===== src/rtl/sdram_seq_pkg.sv =====
package sdram_seq_pkg;
  localparam int AP_BIT = 10;
  localparam int T_WR   = 2;
  localparam int T_MRD  = 2;

  typedef enum logic [3:0] {
    CMD_LMR = 4'b0000,
    CMD_REF = 4'b0001,
    CMD_PRE = 4'b0010,
    CMD_ACT = 4'b0011,
    CMD_WR  = 4'b0100,
    CMD_RD  = 4'b0101,
    CMD_NOP = 4'b0111
  } sd_cmd_e;

  typedef enum logic [2:0] {
    ST_PWR, ST_IREF1, ST_IREF2, ST_IMRS, ST_IDLE, ST_RW, ST_CAP
  } seq_st_e;

  function automatic int imax(input int a, input int b);
    return (a > b) ? a : b;
  endfunction
endpackage


===== src/rtl/sdram_delay_cnt.sv =====
module sdram_delay_cnt #(
  parameter int W       = 8,
  parameter int RST_VAL = 0
) (
  input  logic         clk_i,
  input  logic         rst_ni,
  input  logic         load_i,
  input  logic [W-1:0] val_i,
  output logic         zero_o
);
  logic [W-1:0] cnt_q;

  always_ff @(posedge clk_i or negedge rst_ni) begin
    if (!rst_ni)            cnt_q <= W'(RST_VAL);
    else if (load_i)        cnt_q <= val_i;
    else if (cnt_q != '0)   cnt_q <= cnt_q - 1'b1;
  end

  assign zero_o = (cnt_q == '0);
endmodule


===== src/rtl/sdram_refresh_timer.sv =====
module sdram_refresh_timer #(
  parameter int T_REFI = 1500
) (
  input  logic clk_i,
  input  logic rst_ni,
  input  logic en_i,
  input  logic clr_i,
  output logic pend_o
);
  localparam int W = $clog2(T_REFI + 1);
  logic [W-1:0] cnt_q;

  always_ff @(posedge clk_i or negedge rst_ni) begin
    if (!rst_ni) begin
      cnt_q  <= '0;
      pend_o <= 1'b0;
    end else if (!en_i) begin
      cnt_q  <= '0;
      pend_o <= 1'b0;
    end else if (cnt_q == W'(T_REFI - 1)) begin
      cnt_q  <= '0;
      pend_o <= 1'b1;  // expiry wins over a same-cycle clear
    end else begin
      cnt_q <= cnt_q + 1'b1;
      if (clr_i) pend_o <= 1'b0;
    end
  end
endmodule


===== src/rtl/sdram_seq_ctrl.sv =====
module sdram_seq_ctrl
  import sdram_seq_pkg::*;
#(
  parameter int BANK_W  = 2,
  parameter int ROW_W   = 12,
  parameter int COL_W   = 8,
  parameter int DATA_W  = 16,
  parameter int T_INIT  = 20000,
  parameter int T_RCD   = 3,
  parameter int CAS_LAT = 3,
  parameter int T_RP    = 3,
  parameter int T_RC    = 10,
  parameter int T_REFI  = 1500
) (
  input  logic                            clk_i,
  input  logic                            rst_ni,
  input  logic                            req_i,
  input  logic                            we_i,
  input  logic [BANK_W+ROW_W+COL_W-1:0]   addr_i,
  input  logic [DATA_W-1:0]               wdata_i,
  output logic                            ack_o,
  output logic [DATA_W-1:0]               rdata_o,
  output logic                            sd_cke_o,
  output logic                            sd_cs_no,
  output logic                            sd_ras_no,
  output logic                            sd_cas_no,
  output logic                            sd_we_no,
  output logic [BANK_W-1:0]               sd_ba_o,
  output logic [ROW_W-1:0]                sd_a_o,
  output logic [DATA_W/8-1:0]             sd_dqm_o,
  output logic [DATA_W-1:0]               sd_dq_o,
  output logic                            sd_dq_oe_o,
  input  logic [DATA_W-1:0]               sd_dq_i
);
  localparam int ADDR_W = BANK_W + ROW_W + COL_W;
  localparam int GAP_W  = imax(T_WR + T_RP, T_RC - T_RCD);
  localparam int GAP_R  = imax(1, imax(T_RP - CAS_LAT, T_RC - T_RCD - CAS_LAT - 1));
  localparam int MAXD   = imax(imax(T_INIT, T_RC), imax(imax(GAP_W, GAP_R), CAS_LAT + 1));
  localparam int CNT_W  = $clog2(MAXD + 1);
  localparam logic [ROW_W-1:0] MODE_WORD = ROW_W'(CAS_LAT << 4);

  seq_st_e           st_q, st_n;
  sd_cmd_e           cmd_q, cmd_n;
  logic [BANK_W-1:0] ba_n;
  logic [ROW_W-1:0]  a_n;
  logic [DATA_W-1:0] dq_n;
  logic              oe_n, ack_n, cap, ld, ref_clr, init_done_q, cnt_zero, ref_pend;
  logic [CNT_W-1:0]  ld_val;

  wire [BANK_W-1:0] f_bank = addr_i[ADDR_W-1 -: BANK_W];
  wire [ROW_W-1:0]  f_row  = addr_i[COL_W +: ROW_W];
  wire [COL_W-1:0]  f_col  = addr_i[COL_W-1:0];

  sdram_delay_cnt #(.W(CNT_W), .RST_VAL(T_INIT - 1)) u_wait (
    .clk_i, .rst_ni, .load_i(ld), .val_i(ld_val), .zero_o(cnt_zero)
  );

  sdram_refresh_timer #(.T_REFI(T_REFI)) u_refi (
    .clk_i, .rst_ni, .en_i(init_done_q), .clr_i(ref_clr), .pend_o(ref_pend)
  );

  always_comb begin
    st_n    = st_q;
    cmd_n   = CMD_NOP;
    ba_n    = sd_ba_o;
    a_n     = sd_a_o;
    dq_n    = sd_dq_o;
    oe_n    = 1'b0;
    ack_n   = 1'b0;
    cap     = 1'b0;
    ld      = 1'b0;
    ld_val  = '0;
    ref_clr = 1'b0;
    if (cnt_zero) begin
      unique case (st_q)
        ST_PWR: begin
          cmd_n = CMD_PRE;  a_n = '0;  a_n[AP_BIT] = 1'b1;
          ld = 1'b1;  ld_val = CNT_W'(T_RP - 1);  st_n = ST_IREF1;
        end
        ST_IREF1: begin
          cmd_n = CMD_REF;  ld = 1'b1;  ld_val = CNT_W'(T_RC - 1);  st_n = ST_IREF2;
        end
        ST_IREF2: begin
          cmd_n = CMD_REF;  ld = 1'b1;  ld_val = CNT_W'(T_RC - 1);  st_n = ST_IMRS;
        end
        ST_IMRS: begin
          cmd_n = CMD_LMR;  a_n = MODE_WORD;  ba_n = '0;
          ld = 1'b1;  ld_val = CNT_W'(T_MRD - 1);  st_n = ST_IDLE;
        end
        ST_IDLE: begin
          if (ref_pend) begin
            cmd_n = CMD_REF;  ref_clr = 1'b1;
            ld = 1'b1;  ld_val = CNT_W'(T_RC - 1);
          end else if (req_i) begin
            cmd_n = CMD_ACT;  ba_n = f_bank;  a_n = f_row;
            ld = 1'b1;  ld_val = CNT_W'(T_RCD - 1);  st_n = ST_RW;
          end
        end
        ST_RW: begin
          ba_n = f_bank;  a_n = '0;  a_n[COL_W-1:0] = f_col;  a_n[AP_BIT] = 1'b1;
          ld = 1'b1;
          if (we_i) begin
            cmd_n = CMD_WR;  oe_n = 1'b1;  dq_n = wdata_i;  ack_n = 1'b1;
            ld_val = CNT_W'(GAP_W - 1);  st_n = ST_IDLE;
          end else begin
            cmd_n = CMD_RD;  ld_val = CNT_W'(CAS_LAT);  st_n = ST_CAP;
          end
        end
        ST_CAP: begin
          cap = 1'b1;  ack_n = 1'b1;
          ld = 1'b1;  ld_val = CNT_W'(GAP_R - 1);  st_n = ST_IDLE;
        end
        default: st_n = ST_PWR;
      endcase
    end
  end

  always_ff @(posedge clk_i or negedge rst_ni) begin
    if (!rst_ni) begin
      st_q        <= ST_PWR;
      cmd_q       <= CMD_NOP;
      sd_ba_o     <= '0;
      sd_a_o      <= '0;
      sd_dq_o     <= '0;
      sd_dq_oe_o  <= 1'b0;
      ack_o       <= 1'b0;
      rdata_o     <= '0;
      sd_cke_o    <= 1'b0;
      init_done_q <= 1'b0;
    end else begin
      st_q       <= st_n;
      cmd_q      <= cmd_n;
      sd_ba_o    <= ba_n;
      sd_a_o     <= a_n;
      sd_dq_o    <= dq_n;
      sd_dq_oe_o <= oe_n;
      ack_o      <= ack_n;
      sd_cke_o   <= 1'b1;
      if (cap) rdata_o <= sd_dq_i;
      if (cmd_n == CMD_LMR) init_done_q <= 1'b1;
    end
  end

  assign {sd_cs_no, sd_ras_no, sd_cas_no, sd_we_no} = cmd_q;
  assign sd_dqm_o = {(DATA_W/8){~init_done_q}};
endmodule


===== config.mk =====
export PLATFORM = sky130hd
export DESIGN_NAME = sdram_seq_ctrl
export DESIGN_NICKNAME = d
export VERILOG_FILES = /design/src/rtl/sdram_seq_pkg.sv /design/src/rtl/sdram_delay_cnt.sv /design/src/rtl/sdram_refresh_timer.sv /design/src/rtl/sdram_seq_ctrl.sv
export SDC_FILE = /design/constraint.sdc
export NUM_CORES = 1
export LEC_CHECK = 0
export ABC_AREA = 1
export BUFFER_PORTS_ARGS = -buffer_cell sky130_fd_sc_hd__buf_2
export CAP_MARGIN = 25
export CORE_AREA = 2 2 92 94
export DETAILED_ROUTE_END_ITERATION = 8
export DIE_AREA = 0 0 94 96
export GPL_TIMING_DRIVEN = 0
export HOLD_SLACK_MARGIN = 0.02
export PLACE_DENSITY = 0.77
export SLEW_MARGIN = 20
export SYNTH_ARGS = -nofsm -noshare
export SYNTH_HDL_FRONTEND = slang
export SYNTH_HIERARCHICAL = 1
export SYNTH_SLANG_ARGS = --single-unit

===== constraint.sdc =====
create_clock -name clk_i -period 2.55 [get_ports clk_i]
set_input_delay 0.255 -clock clk_i [delete_from_list [all_inputs] [get_ports clk_i]]
set_output_delay 0.255 -clock clk_i [all_outputs]
set_load 0.01 [all_outputs]

# == After elaboration in Yosys (flattened, before gate mapping) ==
# Cells that the tools add are included.
# totals
register_bits,84
word_cells,82
# classes
addsub,2
n_eq_ne,10
muxes,41
bitwise_logic,1
reduce_logical,15
# op_table
operator,n
one-hot mux 12 bit (4 select lines),1
2-to-1 mux 15 bit,2
2-to-1 mux 12 bit,2
2-to-1 mux 11 bit,2
one-hot mux 4 bit (5 select lines),1
2-to-1 mux 3 bit,6
one-hot mux 3 bit (6 select lines),1
2-to-1 mux 1 bit,16
zero test 15 bit,1
one-hot mux 3 bit (5 select lines),1
nonzero test 15 bit,1
"subtractor 15 x 1 -> 15 bit, second input constant",1
"adder 11 x 1 -> 11 bit, second input constant",1
"== test 11 bit, second input constant",1
"== test 3 bit, second input constant",3
2-to-1 mux 2 bit,4
2-to-1 mux 4 bit,2
AND reduction 4 bit,2
"== test 3 x 2 -> 1 bit, second input constant",2
one-hot mux 2 bit (3 select lines),1
AND reduction 3 bit,2
OR reduction 2 bit,3
OR reduction 6 bit,1
zero test 4 bit,1
9 further kinds,11

# == Depth between registers and ports, before layout ==
# Gate-level depths: netlist (run 1).
# depth
ltp_word,6
ltp_mapped,17
ltp_nobuf,15

# == Modules after synthesis ==
# The synthesis (run 1) kept the hierarchy.
# by_module_without_submodules
module,n_inst,cells_each,area_each_um2,seq_area_each_um2
sdram_seq_ctrl,1,303,2481.1,1405.1
sdram_delay_cnt,1,139,1018.5,386.6
sdram_refresh_timer,1,77,629.4,300.3

# == Worst setup path before layout (run 1) ==
# Ideal clock, no wire load.
# synth_timing
path_kind,reg2reg
from,register u_wait.cnt_q[0]
to,register u_wait.cnt_q[7]
t_arrival_ns,2.175
slack_ns,0.303
stages_incl_launch_ff,16
cell_sequence,dfstp_2 -> inv_1 -> ha_1 -> nand2_4 -> nor2_8 -> nand4_4 -> inv_1 -> buf_4 -> inv_2 -> a21oi_1 -> nand2_1 -> inv_1 -> buf_2 -> clkbuf_1 -> nor2_1 -> nor2_1
# synth_via
elab_chain_len,3
elab_cells_between_ends,7
cone_classes,add/sub: 1; mux: 3; reduce/logical: 3
# synth_rtl
element,line_no,rtl
"start, declared",sdram_delay_cnt.sv:11,logic [W-1:0] cnt_q;
"start signal, assigned",sdram_delay_cnt.sv:14,if (!rst_ni) cnt_q <= W'(RST_VAL);
"start signal, assigned",sdram_delay_cnt.sv:15,else if (load_i) cnt_q <= val_i;
"start signal, assigned",sdram_delay_cnt.sv:16,else if (cnt_q != '0) cnt_q <= cnt_q - 1'b1;
zero test 15 bit (*),sdram_delay_cnt.sv:19,assign zero_o = (cnt_q == '0);
via cnt_zero,sdram_seq_ctrl.sv:47,"logic oe_n, ack_n, cap, ld, ref_clr, init_done_q, cnt_zero, ref_pend;"
2-to-1 mux 1 bit (*),sdram_seq_ctrl.sv:74,if (cnt_zero) begin
via ld,sdram_seq_ctrl.sv:47,
2-to-1 mux 15 bit / nonzero test 2 bit (equally long branches),--,
# Mark *: on every way through the listed nets, which the timed path passes. The rest lies on a longest branch. The select of a mux whose other input is x is not followed.
# A chain may end at the register's enable or synchronous reset.

# == Worst setup path after layout (run 1) ==
# layout_timing
from,register u_wait.cnt_q[0]
to,register u_wait.cnt_q[0]
# Same word-level chain as after synthesis.

==> results of run 1 <==
==> how the worst max path moves through the flow <==
stage	slack, ns	depth (start not counted)	to	start
detailed placement	-0.09	15	u_wait/cnt_q[7]	u_wait/cnt_q[0]
finish	0.21	14	u_wait/cnt_q[0]	u_wait/cnt_q[0]
global placement	-0.08	15	u_wait/cnt_q[7]	u_wait/cnt_q[0]
global route	-0.02	16	u_wait/cnt_q[1]	u_wait/cnt_q[0]
floorplan	0.30	15	u_wait/cnt_q[7]	u_wait/cnt_q[0]
CTS	0.02	16	u_wait/cnt_q[0]	u_wait/cnt_q[0]
==> final cells by class <==
class | count | area [um2]
multi-input cells | 388 | 1826
flip-flops and latches | 83 | 2092
repair buffers | 116 | 618.1
clock buffers | 9 | 123.9
plain buffers | 13 | 90.09
inverters | 45 | 171.4
clock inverters | 7 | 73.82
well taps | 105 | 131.4
fillers | 751 | 2925
==> logic make-up (layout without fill, tap and decap cells) <==
family	after synthesis	in the layout
DFF	83	83
buffers and inverters	59	190
adders and majority gates	2	2
other	2	13
xor gates and xnor gates	10	10
AOI/OAI and AO/OA	26	26
and+or+nand+nor	337	337
==> routing by layer <==
layer  vias up  GRT usage
li1       1878          -
met1      1729     0.2870
met2        67     0.3488
met3         8    0.03681
met4         0    0.09420
met5         -          0
==> metrics by stage <==
step / worst slack [ns] / cells / total power (uW)
after floorplan: 0.3032 / 530 / 1492
after global placement: -0.07793 / 746 / 1578
after detailed placement: -0.08991 / 747 / 1589
after CTS: 0.02364 / 763 / 2532
after global routing: -0.02469 / 766 / 2619
final: 0.2085 / 766 / 2502
==> cell usage in the layout (no fill, tap or decap), types with 2 or more instances in the layout <==
| cell type | instances |
|---|---|
| sky130_fd_sc_hd__buf_6 | 2 |
| sky130_fd_sc_hd__nand2_1 | 217 |
| sky130_fd_sc_hd__dfrtp_1 | 71 |
| sky130_fd_sc_hd__o21ai_1 | 7 |
| sky130_fd_sc_hd__a21oi_1 | 4 |
| sky130_fd_sc_hd__nor3_2 | 2 |
| sky130_fd_sc_hd__conb_1 | 13 |
| sky130_fd_sc_hd__nand3_2 | 8 |
| sky130_fd_sc_hd__inv_2 | 10 |
| sky130_fd_sc_hd__o21ai_0 | 12 |
| sky130_fd_sc_hd__clkbuf_8 | 9 |
| sky130_fd_sc_hd__buf_2 | 116 |
| sky130_fd_sc_hd__nand2_2 | 4 |
| sky130_fd_sc_hd__inv_8 | 2 |
| sky130_fd_sc_hd__nand3_1 | 51 |
| sky130_fd_sc_hd__xor2_1 | 4 |
| sky130_fd_sc_hd__nor2_2 | 5 |
| sky130_fd_sc_hd__nand2_4 | 2 |
| sky130_fd_sc_hd__inv_1 | 34 |
| sky130_fd_sc_hd__inv_6 | 3 |
| sky130_fd_sc_hd__dfstp_2 | 12 |
| sky130_fd_sc_hd__nor2_4 | 5 |
| sky130_fd_sc_hd__buf_4 | 9 |
| sky130_fd_sc_hd__nor2_1 | 37 |
| sky130_fd_sc_hd__xnor2_1 | 6 |
==> power groups by stage <==
stage / clock network, uW / logic [uW] / registers [uW]
after floorplan: 0 / 103 / 1390
after global placement: 0 / 187 / 1390
after detailed placement: 0 / 198 / 1390
after CTS: 966 / 200 / 1370
after global routing: 1020 / 224 / 1370
final: 939 / 196 / 1370
==> registers in the layout (all words and copies together), names as in the netlist <==
name,flops
st_q,3
sd_cke_o,1
cmd_q,3
ack_o,1
sd_a_o,12
u_refi/cnt_q,11
sd_dq_o,16
sd_ba_o,2
u_refi/pend_o,1
init_done_q,1
sd_dq_oe_o,1
u_wait/cnt_q,15
rdata_o,16
==> tightest hold or removal path: stages <==
cell                      delay [ns]
sky130_fd_sc_hd__buf_2          0.07
sky130_fd_sc_hd__nand2_1        0.04
sky130_fd_sc_hd__nand2_1        0.04
==> timing repair <==
action | in CTS | in global routing
setup endpoints to repair | 1 | 19
buffers inserted | 0 | 3
resized for setup | 0 | 5
pin swaps | 0 | 1
hold buffers | 1 | 0
hold endpoints to repair | 33 | 0
==> implementation parameters, run 1 <==
Parameter                              Value

Detailed routing
  Met2 layer wire length in the routed design ... 4.509 mm
  Max Used Layer ... met4
  Remaining routing DRC violations ... 0
  Overall via count from detail_route ... 3,682
  Via density ... 4.807
  Initial DRC Count ... 153
  Detailed-route wire length ... 9.068 mm
  Antenna-violating nets left ... 0
  Met1 Wirelength ... 4.049 mm
  Routed wire length per instance ... 11.84 um
  Amount of wire on met3 after detailed routing ... 402 um
  First-pass iteration count of the detailed router ... 4

Critical path
  Path type of the worst setup path ... flop to flop
  Cell with the largest stage delay on the worst path ... sky130_fd_sc_hd__dfstp_2
  Startpoint class of the critical path ... flop
  Data required time of the worst path ... 2.84 ns
  Maximum fanout encountered on the critical timing path ... 7
  Launch point of the worst reg-to-reg path ... u_wait/cnt_q[0]
  Worst Reg2Reg Path Length in Cells ... 14
  CP Buf/Inv Count ... 6
  Worst reg2reg endpoint ... u_wait/cnt_q[0]
  Flop2flop setup slack ... 0.21 ns
  Crit path DAT ... 2.64 ns
  Slowest Stage Delay on Critical Path ... 0.57 ns
  Crit end category ... flop
  Kind of cell with the highest combined delay on the critical path ... buffers and inverters
  Cell seen most often among critical-path stages ... sky130_fd_sc_hd__inv_1
  Critical path cell sequence ... inv_1 -> ha_2 -> nand2_4 -> nor2_8 -> nand4_4 -> inv_1 -> buf_4 -> inv_2 -> a21oi_2 -> nand2_1 -> inv_1 -> inv_1 -> nand3_2 -> o21ai_1

Min path
  Startpoint of the tightest hold check path ... wdata_i[10]
  Classification of the worst-slack hold path ... input port to flop
  Hold-critical path endpoint ... sd_dq_o[10]
  Cell depth of the worst min-delay path ... 3

Clock network
  Root Driver ... sky130_fd_sc_hd__clkbuf_8
  Clock tree from TritonCTS ... done
  H-tree levels ... 3
  Worst skew pair latency ... 0.37 ns
  Num Clock Sinks ... 83
  Maximum root-to-sink buffer count ... 2
  Clock buffer count from CTS ... 9
  Clock slew at reported path FFs ... 0.11 ns

Synth
  Xor-xnor portion of the synthesized cell area ... 0.02121
  Ranking of synthesized cells by area ... sky130_fd_sc_hd__dfrtp_1 (43%), sky130_fd_sc_hd__nand2_1 (20%), sky130_fd_sc_hd__dfstp_2 (7.6%)
  Cell Area, Synth ... 0.004129 mm2
  Async set-or-reset flop fraction in the synthesized netlist ... 1.000
  Mapped Avg Cell Area ... 7.956 um2
  Synthesis-stage register bit count ... 83
  Top cells by instance count after synthesis ... sky130_fd_sc_hd__nand2_1 (217), sky130_fd_sc_hd__dfrtp_1 (71), sky130_fd_sc_hd__nand3_1 (51), sky130_fd_sc_hd__nor2_1 (37), sky130_fd_sc_hd__inv_1 (34)
  Post-synthesis cell count ... 519
  Count of yosys warnings during synthesis ... 6
  Largest family of logic cells by synthesized area ... simple AND/OR/NAND/NOR gates
  Share of synthesized area occupied by flip-flops and latches ... 0.5067
  Most common cell in the synthesized netlist ... sky130_fd_sc_hd__nand2_1
  Synth Area in Adders ... 0.006061
  Number of enable flip-flop cells after synthesis ... 0
  Compound-cell area share of the yosys netlist ... 0.03333
  Area share of the leading cell type in the synthesized netlist ... 0.4303
  Leading area contributor after synthesis ... sky130_fd_sc_hd__dfrtp_1
  Simple-gate share of the synthesized area ... 0.3682
  Share of cell area taken by muxes after synthesis ... 0
  Distinct cells, synth ... 33
  Main flop type after synthesis ... sky130_fd_sc_hd__dfrtp_1

Power and ir drop
  Worst IR Drop VDD ... 0.3061 mV
  Share of power burned in the clock network ... 0.375
  Relative contribution of sequential cells to total power ... 0.546
  Cell internal pwr ... 1817 uW
  Switching power as a share of total power ... 0.2737
  Reported net switching power ... 684.8 uW
  Leakage power summed over all cells ... 0.002807 uW
  Total power per unit cell area ... 488.1 mW/mm2
  Combinational fraction of design power ... 0.078

STA
  Count of pins over their slew limit ... 0
  Worst clock skew on the final layout ... 0.02578 ns
  Worst Hold Slack ... 0.06378 ns
  Final setup violation count ... 0
  Number of hold violations in the final report ... 0
  Fin Setup TNS ... 0 ns
  Final critical delay including setup and external delays ... 2.342 ns
  F_max ... 0.4271 GHz
  Final critical-path share of the clock period ... 0.9182

Finish
  Count of inserted antenna diode cells ... 0
  Share of layout cells above drive strength 1 ... 0.3011
  Synthesis-to-finish area growth ... 24.15%
  Utilization of the core after routing ... 0.6367
  Post-layout instance area ... 0.005126 mm2
  Net count, final ... 716

GRT
  First-pass GRT wire length ... 15.41 mm
  Maximum number of pins on one net before global-route repair ... 49
  Antenna violations before repair ... 0
  Global-route congestion overflow total ... 0
  Number of global-route vias before repair ... 3,447
  Global-route usage over all layers ... 0.2154

Outcome
  Result of the run ... finished clean

Floorplanning
  Number of cell rows ... 33
  Effective utilization at floorplan ... 0.5128
  Core area ... 0.008051 mm2
  Top Ports ... 113
  Die Width ... 94 um
  Die H ... 96 um
  Die Footprint ... 0.009024 mm2

Place
  GP Congestion ... 0.8728
  Total half-perimeter wirelength after legalization and detailed placement ... 6.803 mm
  Port Buffers ... 111
  Cell Area, Placed ... 0.004887 mm2

Run
  Total of max-cap violations ... 0
Power figures use the tool's default switching activity.
==> run 2, diff against run 1 <==
--- a/config.mk
+++ b/config.mk
@@ -7,13 +7,14 @@
 export LEC_CHECK = 0
 export ABC_AREA = 1
 export BUFFER_PORTS_ARGS = -buffer_cell sky130_fd_sc_hd__buf_2
-export CAP_MARGIN = 25
-export CORE_AREA = 2 2 92 94
+export CAP_MARGIN = 15
+export CORE_AREA = 2 2 91 93
+export CTS_BUF_LIST = sky130_fd_sc_hd__clkbuf_4 sky130_fd_sc_hd__clkbuf_8
 export DETAILED_ROUTE_END_ITERATION = 8
-export DIE_AREA = 0 0 94 96
+export DIE_AREA = 0 0 93 95
 export GPL_TIMING_DRIVEN = 0
 export HOLD_SLACK_MARGIN = 0.02
-export PLACE_DENSITY = 0.77
+export PLACE_DENSITY = 0.78
 export SLEW_MARGIN = 20
 export SYNTH_ARGS = -nofsm -noshare
 export SYNTH_HDL_FRONTEND = slang
==> run 2 against run 1 <==
Compared with the run above:
- non-clock buffer count fell by 3
- via count up 0.62%
- critical path depth unchanged
- first-iteration DRC count grew 3.3%
- utilization up 0.71 points
- fmax grew 2.0%
- routed wire length is 0.25% lower
- largest cell class unchanged
==> implementation parameters, run 2 (synthesis results as in run 1) <==
Parameter                              Value

Critical path
  Kind of cell with the highest combined delay on the critical path ... buffers and inverters
  Critical path cell sequence ... inv_1 -> ha_1 -> nand2_4 -> nor2_8 -> nand4_4 -> inv_1 -> buf_4 -> inv_2 -> a21oi_2 -> nand2_1 -> inv_1 -> inv_1 -> nand3_2 -> o21ai_1
  Crit path DAT ... 2.58 ns
  Cell with the largest stage delay on the worst path ... sky130_fd_sc_hd__dfstp_2
  Path type of the worst setup path ... flop to flop
  Cell seen most often among critical-path stages ... sky130_fd_sc_hd__inv_1
  Crit end category ... flop
  Slowest Stage Delay on Critical Path ... 0.56 ns
  Data required time of the worst path ... 2.84 ns
  CP Buf/Inv Count ... 6
  Maximum fanout encountered on the critical timing path ... 7
  Startpoint class of the critical path ... flop

Finish
  Net count, final ... 713
  Commonest cells after routing, fill and taps aside ... sky130_fd_sc_hd__nand2_1 (217), sky130_fd_sc_hd__buf_2 (116), sky130_fd_sc_hd__dfrtp_1 (71)
  Largest registers ... rdata_o x16, sd_dq_o x16, u_wait/cnt_q x15
  Count of inserted antenna diode cells ... 0
  Synthesis-to-finish area growth ... 23.61%
  Number of standard cells in the layout, taps in and fillers out ... 763
  Most common library cell in the layout ignoring fill and taps ... sky130_fd_sc_hd__nand2_1
  FILL cells ... 704
  Share of layout cells above drive strength 1 ... 0.2964

Clock network
  Clock tree from TritonCTS ... done
  Num Clock Sinks ... 83
  Setup Buffers After CTS ... 0
  H-tree levels ... 3
  Maximum root-to-sink buffer count ... 2
  Clock slew at reported path FFs ... 0.10 ns
  Worst skew pair latency ... 0.36 ns
  Clock buffer count from CTS ... 9
  Root Driver ... sky130_fd_sc_hd__clkbuf_8

GRT
  Global-route congestion overflow total ... 0
  First-pass GRT wire length ... 14.96 mm
  Number of global-route vias before repair ... 3,461
  Maximum number of pins on one net before global-route repair ... 57
  Antenna violations before repair ... 0
  Global-route usage over all layers ... 0.2126

STA
  Final critical-path share of the clock period ... 0.9004
  Worst-case setup margin in the final layout ... 0.2540 ns
  Final setup violation count ... 0
  Fin Setup TNS ... 0 ns
  Final critical delay including setup and external delays ... 2.296 ns
  Unrepaired setup endpoints after global routing ... no
  Number of hold violations in the final report ... 0
  Worst clock skew on the final layout ... 0.01515 ns
  F_max ... 0.4355 GHz
  Count of pins over their slew limit ... 0

Power and ir drop
  Worst IR Drop VDD ... 0.3003 mV
  Leakage power summed over all cells ... 0.002792 uW
  Total power per unit cell area ... 499.5 mW/mm2

Floorplanning
  Effective utilization at floorplan ... 0.5208
  Number of cell rows ... 33
  Core area ... 0.007928 mm2
  Die Width ... 93 um
  Top Ports ... 113
  Die Footprint ... 0.008835 mm2
  Die H ... 95 um

Detailed routing
  Via density ... 4.856
  Overall via count from detail_route ... 3,705
  First-pass iteration count of the detailed router ... 5
  Detailed-route wire length ... 9.045 mm
  Routed wire length per instance ... 11.85 um
  Remaining routing DRC violations ... 0
  Antenna-violating nets left ... 0
  Initial DRC Count ... 158

Outcome
  Result of the run ... finished clean

Place
  Total half-perimeter wirelength after legalization and detailed placement ... 6.765 mm
  Setup slack at placement ... -0.1079 ns
  Port Buffers ... 111
  GP Congestion ... 0.8959
  Placed cell count ... 747

Min path
  Classification of the worst-slack hold path ... input port to flop

Run
  Total of max-cap violations ... 0
[run 2: changes by cell type in the layout (fill, tap and decap cells not counted), sizes merged]
cell,previous run,this run
bufinv,0,1
clkinv,2,1
inv,50,49
clkinvlp,0,1
buf,128,125
[run 2: layer usage]
metal,track usage,routed length [um],up-vias
met5,0,0,-
met3,0.05028,422,15
met1,0.2641,3915,1732
met2,0.3665,4534,93
li1,-,-,1865
met4,0.07230,173,0
[run 2: per-stage QoR]
stage / power (uW) / area (um2) / hold WS, ns / utilization
2_1_floorplan: 1492 / 4170 / -0.04059 / -
3_3_place_gp: 1578 / 4857 / 0.4489 / 0.6127
3_5_place_dp: 1590 / 4887 / 0.2112 / 0.6165
4_1_cts: 2574 / 5097 / 0.07195 / 0.6430
5_1_grt: 2665 / 5104 / 0.07582 / 0.6438
6_report: 2549 / 5104 / 0.08625 / 0.6438
[run 2: worst min-delay path, stage by stage]
cell and delay (ns):
sky130_fd_sc_hd__buf_2 0.07, sky130_fd_sc_hd__nand2_1 0.04, sky130_fd_sc_hd__nand2_1 0.05
[run 2: final cells by class]
| cell class | count | area, um2 | area share |
|---|---|---|---|
| Buffer | 13 | 86.33 | 0.01692 |
| Clock buffer | 9 | 123.9 | 0.02427 |
| Clock inverter | 7 | 80.08 | 0.01569 |
| Inverter | 45 | 171.4 | 0.03359 |
| Multi-Input combinational cell | 388 | 1823 | 0.3572 |
| Sequential cell | 83 | 2092 | 0.4099 |
| Tap cell | 105 | 131.4 | 0.02574 |
| Timing Repair Buffer | 113 | 595.6 | 0.1167 |
[run 2: repair_timing]
action / CTS / global route
hold buffers: 1 / 0
endpoints found under the setup margin: 1 / 6
resized for setup: 0 / 3
endpoints found under the hold margin: 26 / 0
[run 2: where the power goes]
group          switching [uW]  internal, uW
logic                     112          84.7
registers                21.8          1340
clock network             517           468
total                     652          1900
[run 2: worst paths after layout]
| check | from | cells past startpoint | slack [ns] | end |
|---|---|---|---|---|
| min in group asynchronous | rst_ni | 2 | 0.36 | sd_a_o[1] |
| worst min register to register | rdata_o[5] | 2 | 0.48 | rdata_o[5] |
| worst min-delay path | wdata_i[14] | 3 | 0.09 | sd_dq_o[14] |
| worst max-delay path | u_wait/cnt_q[0] | 14 | 0.25 | u_wait/cnt_q[1] |
| max in group asynchronous | rst_ni | 3 | 1.54 | u_wait/cnt_q[11] |
| worst max register to register | u_wait/cnt_q[0] | 14 | 0.25 | u_wait/cnt_q[1] |
==> run 3, diff against run 2 <==
--- a/config.mk
+++ b/config.mk
@@ -8,13 +8,15 @@
 export ABC_AREA = 1
 export BUFFER_PORTS_ARGS = -buffer_cell sky130_fd_sc_hd__buf_2
 export CAP_MARGIN = 15
-export CORE_AREA = 2 2 91 93
+export CELL_PAD_IN_SITES_DETAIL_PLACEMENT = 1
+export CELL_PAD_IN_SITES_GLOBAL_PLACEMENT = 1
+export CORE_AREA = 2 2 106 108
 export CTS_BUF_LIST = sky130_fd_sc_hd__clkbuf_4 sky130_fd_sc_hd__clkbuf_8
 export DETAILED_ROUTE_END_ITERATION = 8
-export DIE_AREA = 0 0 93 95
+export DIE_AREA = 0 0 108 110
 export GPL_TIMING_DRIVEN = 0
 export HOLD_SLACK_MARGIN = 0.02
-export PLACE_DENSITY = 0.78
+export PLACE_DENSITY = 0.79
 export SLEW_MARGIN = 20
 export SYNTH_ARGS = -nofsm -noshare
 export SYNTH_HDL_FRONTEND = slang
==> run 3 against run 2 <==
Compared with the run above:
- setup slack got worse by 0.050 ns
- critical path depth rose by 1
- first-iteration DRC count shrank 19%
- fmax decreased by 2.1%
- sequential share of layout area fell by 0.40 points
- final area increased by 0.98%
- critical endpoint is now u_wait/cnt_q[7]
==> implementation parameters, run 3 (synthesis results as in run 1) <==
Parameter                              Value

Outcome
  Result of the run ... finished clean

Critical path
  Startpoint class of the critical path ... flop
  Path type of the worst setup path ... flop to flop
  Data required time of the worst path ... 2.86 ns
  Slowest Stage Delay on Critical Path ... 0.39 ns
  Crit end category ... flop
  Worst reg2reg endpoint ... u_wait/cnt_q[7]
  Worst Setup EP ... u_wait/cnt_q[7]
  Critical path cell sequence ... inv_1 -> ha_2 -> nand2_4 -> nor2_8 -> nand4_4 -> inv_1 -> buf_4 -> inv_2 -> a21oi_4 -> nand2_1 -> inv_1 -> clkbuf_4 -> buf_4 -> nor2_1 -> nor2_1
  Maximum fanout encountered on the critical timing path ... 10
  Setup crit start ... u_wait/cnt_q[0]
  Launch point of the worst reg-to-reg path ... u_wait/cnt_q[0]
  Cell with the largest stage delay on the worst path ... sky130_fd_sc_hd__dfstp_2
  Worst Reg2Reg Path Length in Cells ... 15
  Flop2flop setup slack ... 0.20 ns
  Crit path DAT ... 2.65 ns
  Cell seen most often among critical-path stages ... sky130_fd_sc_hd__inv_1

Finish
  Net count, final ... 715
  FILL cells ... 1,381
  Largest registers ... rdata_o x16, sd_dq_o x16, u_wait/cnt_q x15
  Count of inserted antenna diode cells ... 0
  Commonest cells after routing, fill and taps aside ... sky130_fd_sc_hd__nand2_1 (217), sky130_fd_sc_hd__buf_2 (116), sky130_fd_sc_hd__dfrtp_1 (71)
  Most common library cell in the layout ignoring fill and taps ... sky130_fd_sc_hd__nand2_1
  Number of standard cells in the layout, taps in and fillers out ... 800
  Share of layout cells above drive strength 1 ... 0.3000
  Synthesis-to-finish area growth ... 24.82%

GRT
  First-pass GRT wire length ... 18.50 mm
  Number of global-route vias before repair ... 3,974
  Maximum number of pins on one net before global-route repair ... 53
  Antenna violations before repair ... 0
  Global-route usage over all layers ... 0.1983
  Global-route congestion overflow total ... 0

Detailed routing
  Detailed-route wire length ... 11.18 mm
  Remaining routing DRC violations ... 0
  Antenna-violating nets left ... 0
  Via density ... 4.778
  Routed wire length per instance ... 13.97 um
  Overall via count from detail_route ... 3,822
  First-pass iteration count of the detailed router ... 4
  Initial DRC Count ... 128

Power and ir drop
  Worst IR Drop VDD ... 0.2882 mV
  Total power per unit cell area ... 482.6 mW/mm2
  Leakage power summed over all cells ... 0.002794 uW
  Tot Pwr ... 2487 uW

Clock network
  Clock slew at reported path FFs ... 0.09 ns
  Root Driver ... sky130_fd_sc_hd__clkbuf_8
  H-tree levels ... 3
  Maximum root-to-sink buffer count ... 2
  Num Clock Sinks ... 83
  Worst skew pair latency ... 0.37 ns
  Clock tree from TritonCTS ... done
  Clock buffer count from CTS ... 9

Place
  Total half-perimeter wirelength after legalization and detailed placement ... 8.460 mm
  GP Congestion ... 0.7875
  Port Buffers ... 111
  Placed cell count ... 782
  Setup slack at placement ... -0.2238 ns

Floorplanning
  Die Footprint ... 0.01188 mm2
  Core area ... 0.01070 mm2
  Die H ... 110 um
  Number of cell rows ... 38
  Effective utilization at floorplan ... 0.3860
  Die Width ... 108 um
  Top Ports ... 113

STA
  Final critical-path share of the clock period ... 0.9198
  Worst clock skew on the final layout ... 0.009274 ns
  Number of hold violations in the final report ... 0
  Final critical delay including setup and external delays ... 2.346 ns
  Fin Setup TNS ... 0 ns
  F_max ... 0.4263 GHz
  Count of pins over their slew limit ... 0
  Final setup violation count ... 0
  Worst-case setup margin in the final layout ... 0.2044 ns
  Worst Hold Slack ... 0.07085 ns

Min path
  Classification of the worst-slack hold path ... input port to flop

Run
  Total of max-cap violations ... 0
-- run 3: area by class of cell --
| type | count | area, um2 | share of cell area |
|---|---|---|---|
| flip-flops and latches | 83 | 2092 | 0.4059 |
| multi-input cells | 388 | 1833 | 0.3557 |
| repair buffers | 114 | 603.1 | 0.1170 |
| well taps | 140 | 175.2 | 0.03399 |
| inverters | 45 | 171.4 | 0.03326 |
| clock buffers | 10 | 137.6 | 0.02671 |
| plain buffers | 14 | 93.84 | 0.01821 |
| clock inverters | 6 | 47.55 | 0.009226 |
-- run 3: critical path, delay by kind of cell (launching register included) --
family          cells  cell delay [ns]
simple gates        6             0.61
buf+inv             7             0.89
flops               1             0.39
fa+ha+maj           1             0.22
compound gates      1             0.16
-- run 3: how the worst min path moves through the flow --
stage | to | slack, ns | from | cells after the start
finish | sd_dq_o[7] | 0.07 | wdata_i[7] | 3
global route | sd_dq_o[14] | 0.07 | wdata_i[14] | 3
CTS | sd_dq_o[12] | 0.06 | wdata_i[12] | 3
detailed placement | u_refi/cnt_q[4] | 0.23 | rst_ni | 1
global placement | sd_dq_o[4] | 0.45 | wdata_i[4] | 3
floorplan | ack_o | -0.04 | rst_ni | 0
-- run 3: power breakdown --
part	internal, uW	switching (uW)	leakage, uW
sequential	1340	22.5	0.000984
combinational	85.0	119	0.00172
clock	389	527	0.0000933
-- run 3: through the flow --
stage | area [um2] | util
floorplan | 4170 | -
global placement | 4901 | 0.4581
detailed placement | 4931 | 0.4609
CTS | 5134 | 0.4799
global route | 5154 | 0.4818
finish | 5154 | 0.4818
-- run 3: timing repair --
item / in CTS / in global routing
pin swaps: 0 / 1
endpoints found under the hold margin: 28 / 0
resized for setup: 3 / 4
hold buffers: 1 / 0
endpoints found under the setup margin: 1 / 15
buffers inserted: 0 / 1
-- run 3: layer usage --
layer / wire length, um / GRT usage / part of all wire
met5: 0 / 0 / 0
met4: 242 / 0.08700 / 0.022
met3: 516 / 0.04821 / 0.046
met2: 5634 / 0.3369 / 0.50
met1: 4783 / 0.2407 / 0.43
